--- config.mk ---
export PLATFORM = sky130hd
export DESIGN_NAME = nic_ee_port
export DESIGN_NICKNAME = d
export VERILOG_FILES = /design/src/rtl/nic_ee_pkg.sv /design/src/rtl/nic_ee_spi_rd.sv /design/src/rtl/nic_ee_idle_timer.sv /design/src/rtl/nic_ee_port.sv
export SDC_FILE = /design/constraint.sdc
export NUM_CORES = 1
export LEC_CHECK = 0
export ABC_AREA = 1
export BUFFER_PORTS_ARGS = -buffer_cell sky130_fd_sc_hd__buf_2
export CAP_MARGIN = 20
export CORE_ASPECT_RATIO = 0.75
export CORE_UTILIZATION = 40
export DETAILED_ROUTE_END_ITERATION = 6
export HOLD_SLACK_MARGIN = 0.06
export PLACE_DENSITY = 0.73
export SLEW_MARGIN = 15
export SYNTH_ARGS = -nofsm -noshare
export SYNTH_HDL_FRONTEND = slang
export SYNTH_SLANG_ARGS = --single-unit
--- constraint.sdc ---
create_clock -name clk_i -period 1.61 [get_ports clk_i]
set_input_delay 0.2415 -clock clk_i [delete_from_list [all_inputs] [get_ports clk_i]]
set_output_delay 0.2415 -clock clk_i [all_outputs]
set_load 0.005 [all_outputs]
--- src/rtl/nic_ee_pkg.sv ---
package nic_ee_pkg;
  // pin register bit positions
  localparam int CTL_SCK   = 0;
  localparam int CTL_CS    = 1;
  localparam int CTL_SI    = 2;
  localparam int CTL_SO    = 3;
  localparam int CTL_REQ   = 6;
  localparam int CTL_GNT   = 7;
  localparam int CTL_PRES  = 8;
  localparam int CTL_SZ_LO = 11;
  localparam int SZ_W      = 4;

  // word register bit positions
  localparam int RD_GO      = 0;
  localparam int RD_FIN     = 1;
  localparam int RD_ADDR_LO = 2;
  localparam int RD_DATA_LO = 16;

  localparam logic [7:0] SPI_READ_OP = 8'h03;

  typedef enum logic [1:0] {
    ENG_IDLE,
    ENG_SHIFT,
    ENG_FIN
  } eng_state_e;

  function automatic logic [5:0] size_kbytes(input logic [SZ_W-1:0] code);
    case (code)
      4'd7:    return 6'd16;
      4'd8:    return 6'd32;
      default: return 6'd0;
    endcase
  endfunction
endpackage

--- src/rtl/nic_ee_spi_rd.sv ---
module nic_ee_spi_rd
  import nic_ee_pkg::*;
#(
  parameter int HALF_CYC = 2,
  parameter int ADDR_W   = 14
) (
  input  logic              clk_i,
  input  logic              rst_ni,
  input  logic              start_i,
  input  logic [ADDR_W-1:0] waddr_i,
  output logic              busy_o,
  output logic              done_o,
  output logic [15:0]       word_o,
  output logic              sck_o,
  output logic              cs_no,
  output logic              si_o,
  input  logic              so_i
);
  localparam int FRAME = 40;  // opcode + address + two data bytes
  localparam int CNT_W = $clog2(FRAME);
  localparam int DIV_W = $clog2(HALF_CYC + 1);

  eng_state_e       state_q;
  logic [FRAME-1:0] tx_q;
  logic [15:0]      rx_q;
  logic [DIV_W-1:0] div_q;
  logic [CNT_W-1:0] bit_q;
  logic [15:0]      baddr;

  assign baddr  = 16'({waddr_i, 1'b0});
  assign busy_o = (state_q != ENG_IDLE);
  assign done_o = (state_q == ENG_FIN);
  assign si_o   = (state_q == ENG_SHIFT) & tx_q[FRAME-1];
  // first byte received is the low byte
  assign word_o = {rx_q[7:0], rx_q[15:8]};

  always_ff @(posedge clk_i or negedge rst_ni) begin
    if (!rst_ni) begin
      state_q <= ENG_IDLE;
      tx_q    <= '0;
      rx_q    <= '0;
      div_q   <= '0;
      bit_q   <= '0;
      sck_o   <= 1'b0;
      cs_no   <= 1'b1;
    end else begin
      case (state_q)
        ENG_IDLE: begin
          if (start_i) begin
            tx_q    <= {SPI_READ_OP, baddr, 16'h0000};
            cs_no   <= 1'b0;
            sck_o   <= 1'b0;
            div_q   <= '0;
            bit_q   <= '0;
            state_q <= ENG_SHIFT;
          end
        end
        ENG_SHIFT: begin
          if (div_q == DIV_W'(HALF_CYC - 1)) begin
            div_q <= '0;
            if (!sck_o) begin
              sck_o <= 1'b1;
              rx_q  <= {rx_q[14:0], so_i};
            end else begin
              sck_o <= 1'b0;
              if (bit_q == CNT_W'(FRAME - 1)) begin
                state_q <= ENG_FIN;
              end else begin
                bit_q <= bit_q + 1'b1;
                tx_q  <= tx_q << 1;
              end
            end
          end else begin
            div_q <= div_q + 1'b1;
          end
        end
        ENG_FIN: begin
          cs_no   <= 1'b1;
          state_q <= ENG_IDLE;
        end
        default: state_q <= ENG_IDLE;
      endcase
    end
  end
endmodule

--- src/rtl/nic_ee_idle_timer.sv ---
module nic_ee_idle_timer #(
  parameter int LIMIT = 500_000_000
) (
  input  logic clk_i,
  input  logic rst_ni,
  input  logic arm_i,
  input  logic act_i,
  output logic expire_o
);
  localparam int CW = $clog2(LIMIT + 1);

  logic [CW-1:0] cnt_q;

  assign expire_o = arm_i & ~act_i & (cnt_q == CW'(LIMIT - 1));

  always_ff @(posedge clk_i or negedge rst_ni) begin
    if (!rst_ni) begin
      cnt_q <= '0;
    end else if (!arm_i || act_i || expire_o) begin
      cnt_q <= '0;
    end else begin
      cnt_q <= cnt_q + 1'b1;
    end
  end
endmodule

--- src/rtl/nic_ee_port.sv ---
module nic_ee_port
  import nic_ee_pkg::*;
#(
  parameter int IDLE_CYCLES = 500_000_000,
  parameter int SCK_HALF    = 2,
  parameter int WADDR_W     = 14
) (
  input  logic        clk_i,
  input  logic        rst_ni,
  input  logic        reg_we_i,
  input  logic        reg_sel_i,
  input  logic [31:0] reg_wdata_i,
  output logic [31:0] ctrl_rdata_o,
  output logic [31:0] read_rdata_o,
  input  logic        ee_present_i,
  input  logic [3:0]  ee_size_i,
  output logic [5:0]  dev_kbytes_o,
  output logic        ee_sck_o,
  output logic        ee_cs_no,
  output logic        ee_si_o,
  input  logic        ee_so_i
);
  logic               sw_sck_q, sw_cs_nq, sw_si_q, req_q;
  logic [WADDR_W-1:0] rd_addr_q;
  logic               rd_done_q;
  logic [15:0]        rd_data_q;

  logic        gnt, ctrl_wr, word_wr, start_ok, pin_act, expire;
  logic        eng_busy, eng_done, eng_sck, eng_cs_n, eng_si;
  logic [15:0] eng_word;

  assign ctrl_wr  = reg_we_i & ~reg_sel_i;
  assign word_wr  = reg_we_i & reg_sel_i;
  assign gnt      = req_q & ~eng_busy;
  assign start_ok = word_wr & reg_wdata_i[RD_GO] & ~req_q & ~eng_busy;
  assign pin_act  = ctrl_wr & gnt &
                    ((reg_wdata_i[CTL_SCK] != sw_sck_q) |
                     (reg_wdata_i[CTL_CS]  != sw_cs_nq) |
                     (reg_wdata_i[CTL_SI]  != sw_si_q));

  nic_ee_spi_rd #(
    .HALF_CYC (SCK_HALF),
    .ADDR_W   (WADDR_W)
  ) u_rd (
    .clk_i   (clk_i),
    .rst_ni  (rst_ni),
    .start_i (start_ok),
    .waddr_i (reg_wdata_i[RD_ADDR_LO +: WADDR_W]),
    .busy_o  (eng_busy),
    .done_o  (eng_done),
    .word_o  (eng_word),
    .sck_o   (eng_sck),
    .cs_no   (eng_cs_n),
    .si_o    (eng_si),
    .so_i    (ee_so_i)
  );

  nic_ee_idle_timer #(
    .LIMIT (IDLE_CYCLES)
  ) u_idle (
    .clk_i    (clk_i),
    .rst_ni   (rst_ni),
    .arm_i    (gnt),
    .act_i    (pin_act),
    .expire_o (expire)
  );

  always_ff @(posedge clk_i or negedge rst_ni) begin
    if (!rst_ni) begin
      sw_sck_q <= 1'b0;
      sw_cs_nq <= 1'b1;
      sw_si_q  <= 1'b0;
      req_q    <= 1'b0;
    end else if (ctrl_wr) begin
      sw_sck_q <= reg_wdata_i[CTL_SCK];
      sw_cs_nq <= reg_wdata_i[CTL_CS];
      sw_si_q  <= reg_wdata_i[CTL_SI];
      req_q    <= reg_wdata_i[CTL_REQ];
    end else if (expire) begin
      req_q <= 1'b0;
    end
  end

  always_ff @(posedge clk_i or negedge rst_ni) begin
    if (!rst_ni) begin
      rd_addr_q <= '0;
      rd_done_q <= 1'b0;
      rd_data_q <= '0;
    end else if (start_ok) begin
      rd_addr_q <= reg_wdata_i[RD_ADDR_LO +: WADDR_W];
      rd_done_q <= 1'b0;
    end else if (eng_done) begin
      rd_data_q <= eng_word;
      rd_done_q <= 1'b1;
    end
  end

  // pin ownership
  assign ee_sck_o = gnt ? sw_sck_q : eng_sck;
  assign ee_cs_no = gnt ? sw_cs_nq : eng_cs_n;
  assign ee_si_o  = gnt ? sw_si_q  : eng_si;

  assign dev_kbytes_o = size_kbytes(ee_size_i);

  always_comb begin
    ctrl_rdata_o                         = '0;
    ctrl_rdata_o[CTL_SCK]                = sw_sck_q;
    ctrl_rdata_o[CTL_CS]                 = sw_cs_nq;
    ctrl_rdata_o[CTL_SI]                 = sw_si_q;
    ctrl_rdata_o[CTL_SO]                 = gnt & ee_so_i;
    ctrl_rdata_o[CTL_REQ]                = req_q;
    ctrl_rdata_o[CTL_GNT]                = gnt;
    ctrl_rdata_o[CTL_PRES]               = ee_present_i;
    ctrl_rdata_o[CTL_SZ_LO +: SZ_W]      = ee_size_i;
  end

  always_comb begin
    read_rdata_o                           = '0;
    read_rdata_o[RD_FIN]                   = rd_done_q;
    read_rdata_o[RD_ADDR_LO +: WADDR_W]    = rd_addr_q;
    read_rdata_o[RD_DATA_LO +: 16]         = rd_data_q;
  end
endmodule

==> key figures <==
Yosys
  – Register area share after synthesis: 49.7%
  – Synth top area share: 48.8%
  – Synthesis Warnings: 0
  – Synth Area per Inst: 8.08 um2
  – Cells after Synth: 718
  – Top-count cell post-synth: nand2_1
  – Post-synth top flop: dfrtp_1
  – Post-synth ARST share: 100%
  – Mapped Area: 5800 um2
  – Synth unique cells: 33
  – Dominant cell type by area after synthesis: dfrtp_1
  – Number of synthesized flops with an enable pin: 0
  – Ranking of synthesized cells by area: dfrtp_1 49%, nand2_1 15%, nor2_1 5.9%, buf_4 5.0%, inv_1 4.6%
  – Most common library cells after synthesis: 227 x nand2_1, 113 x dfrtp_1, 91 x nor2_1
  – #FFs+latches synth: 115

Run
  – Max Cap Violations: 0

Clock tree
  – Root Driver: clkbuf_16
  – Sinks on Clock Net: 115
  – Reg clk slew, reported paths: 0.06 ns
  – H-Tree Depth: 4
  – Total CTS buffers: 17
  – CTS tree: yes
  – Worst-Skew Late Latency: 0.41 ns
  – Clock Tree Buf Depth: 2

Status
  – Failing checks: design-rule violations, negative setup slack
  – Status: finished, violations left

GRT
  – GR Overflow Total: 0
  – Initial antenna violation count: 0
  – Global-route wire length before repair: 21.2 mm
  – Total GRT Usage: 18.3%
  – Vias in the first global route: 4,305
  – Largest net degree at the start of global routing: 46

Timing
  – Final period utilization: 103%
  – Setup TNS: -0.126 ns
  – Max Slew Vio Count: 0
  – Clock Skew: 0.00744 ns
  – Final WS setup: -0.0515 ns
  – RSZ-0062 raised after global routing: true
  – Max Clk Rate: 602 MHz
  – Min cycle time layout: 1.66 ns
  – Final number of setup-violating endpoints: 3
  – Endpoints failing hold: 0
  – Hold_ws: 0.0745 ns

Routing
  – Metal3 WL: 597 um
  – DR vias: 4,732
  – Total Wirelength: 12.8 mm
  – Drt wl/cell: 12.5 um
  – Routed metal-1 wire length: 6.44 mm
  – ANT nets after route: 0
  – Routed wl met2: 5.67 mm
  – Initial DRC count: 416
  – Highest metal used: met4
  – DRC Markers: 1
  – First-pass DRT Iterations: 7
  – Vias per inst: 4.61

Die
  – Total core area: 13,900 um2
  – Std cell rows: 37
  – Die area: 15,000 um2
  – Io pins: 115
  – Die Span Y: 106 um
  – Starting density of the core: 41.6%
  – Die width: 141 um

Power and ir drop
  – Comb pwr share: 23.0%
  – Flop pwr share: 38.9%
  – Clock power frac: 38.1%
  – P_sw: 2.95 mW
  – Leak pwr: 3.57 nW
  – Sw frac: 30.7%
  – Peak supply drop: 0.738 mV
  – PD cells: 1330 nW/um2
  – Pint: 6.67 mW

Setup path
  – Critical path's slowest cell: dfrtp_2
  – CP Class: register to primary output
  – Crit path cell chain: nor2_4, nand2_4, inv_4, nand2_1, o21ai_1, buf_2
  – Largest stage delay, worst path: 0.44 ns
  – Critical Path Start Type: register
  – Critical Path AT: 1.42 ns
  – Largest fanout on the critical path: 6
  – Buf/Inv on CP: 2
  – Element type at the critical path end: primary output
  – Cell family with most CP delay: flip-flops
  – CP Data Required Time: 1.37 ns

Finish
  – Finished Layout Cells: 1,027
  – ANT cells: 0
  – Share of cells above drive strength 1: 20.8%
  – Nets: 863
  – Area growth from synthesis to final layout: 24.3%

Placed design
  – Final RePlAce weighted congestion: 0.900
  – Dpl cells: 978
  – Hpwl dp: 8.90 mm
  – Pre-CTS WS: 0.0721 ns
  – IO buf count: 70

Worst hold path
  – Hold/Removal Path Class: input port to register
==> power by group through the flow <==
| stage | registers (mW) | clock network (mW) | logic, mW |
|---|---|---|---|
| 2_1_floorplan | 3.74 | 0 | 1.42 |
| 3_3_place_gp | 3.75 | 0 | 1.96 |
| 3_5_place_dp | 3.77 | 0 | 2.01 |
| 4_1_cts | 3.73 | 3.71 | 2.11 |
| 5_1_grt | 3.81 | 3.88 | 2.49 |
| 6_report | 3.74 | 3.66 | 2.22 |
==> flip-flops by register name (all words and copies together), names as in the netlist <==
name	flops
u_rd.tx_q	23
rd_data_q	16
rd_done_q	1
u_rd.bit_q	6
u_rd.rx_q	16
rd_addr_q	14
sw_cs_nq	1
u_rd.cs_no	1
u_rd.state_q	2
req_q	1
sw_si_q	1
u_idle.cnt_q	29
u_rd.div_q	2
u_rd.sck_o	1
sw_sck_q	1
==> cell families after synthesis <==
group                      count (synthesis)  synth area share [%]
muxes                                     14                  2.44
xor gates and xnor gates                  18                  2.72
adders and majority gates                  2                 0.431
DFF                                      115                  49.7
other                                      1                0.0647
and+or+nand+nor                          366                  25.8
AOI/OAI and AO/OA                         74                  7.23
buffers and inverters                    128                  11.7
==> layer usage <==
metal | track usage (%) | vias up
met5 | 0 | -
met4 | 5.90 | 0
met3 | 3.96 | 11
met2 | 26.8 | 131
met1 | 26.8 | 2212
li1 | - | 2378
==> final timing paths <==
path                            startpoint                to  slack (ns)  depth (start not counted)
hold reg to reg              u_rd.tx_q[17]     u_rd.tx_q[17]        0.47                          2
setup / recovery           u_rd.state_q[0]          ee_cs_no       -0.05                          6
max in group asynchronous           rst_ni   u_rd.state_q[0]        0.73                          3
hold / removal             reg_wdata_i[15]     rd_addr_q[13]        0.07                          3
min in group asynchronous           rst_ni     rd_addr_q[10]        0.30                          2
setup reg to reg                  sw_cs_nq  u_idle.cnt_q[17]        0.02                          6
==> through the flow <==
stage | util (%) | power [mW] | instance area (um2)
floorplan | - | 5.16 | 5890
global placement | 45.7 | 5.72 | 6370
detailed placement | 45.7 | 5.78 | 6370
CTS | 51.0 | 9.56 | 7100
global route | 51.7 | 10.2 | 7210
finish | 51.7 | 9.63 | 7210
==> cell type report <==
| cell class | instances | area, um2 |
|---|---|---|
| clock buffers | 18 | 429 |
| flip-flops and latches | 115 | 2880 |
| repair buffers | 113 | 815 |
| fillers | 1257 | 6720 |
| well taps | 195 | 244 |
| multi-input cells | 500 | 2410 |
| clock inverters | 14 | 155 |
| inverters | 72 | 278 |
==> placed cells by master, fill, tap and decap left out, types with 2 or more instances in the layout <==
cell	instances
clkinvlp_4	2
dfstp_2	2
xnor2_1	5
nand3_1	25
mux2i_1	13
nand3b_1	6
inv_6	3
o21ai_2	11
clkbuf_16	18
nor2_1	84
buf_2	69
conb_1	26
or2_2	3
bufinv_16	2
xor2_1	13
nor2_4	2
nand2_2	2
buf_12	7
nor3_1	2
o21ai_1	12
nor2_2	6
clkinv_2	2
dfrtp_2	2
nand4_1	5
o21ai_4	2
o21ai_0	46
nand2_4	2
inv_1	69
clkinv_4	6
nand2_1	225
buf_4	23
dfrtp_1	111
dlygate4sd3_1	12
==> what timing repair did <==
action | in CTS | in global routing
setup endpoints to repair | 5 | 47
buffers inserted | 2 | 4
gates resized for setup | 14 | 16
hold buffers | 12 | 0
pin swaps | 1 | 5
hold endpoints to repair | 34 | 0
cloned | 0 | 1
==> tightest hold or removal path, delay by kind of cell <==
kind	cells	cell delay, ns
buffers and inverters	1	0.10
and+or+nand+nor	2	0.10
(Power assumes the default switching activity.)
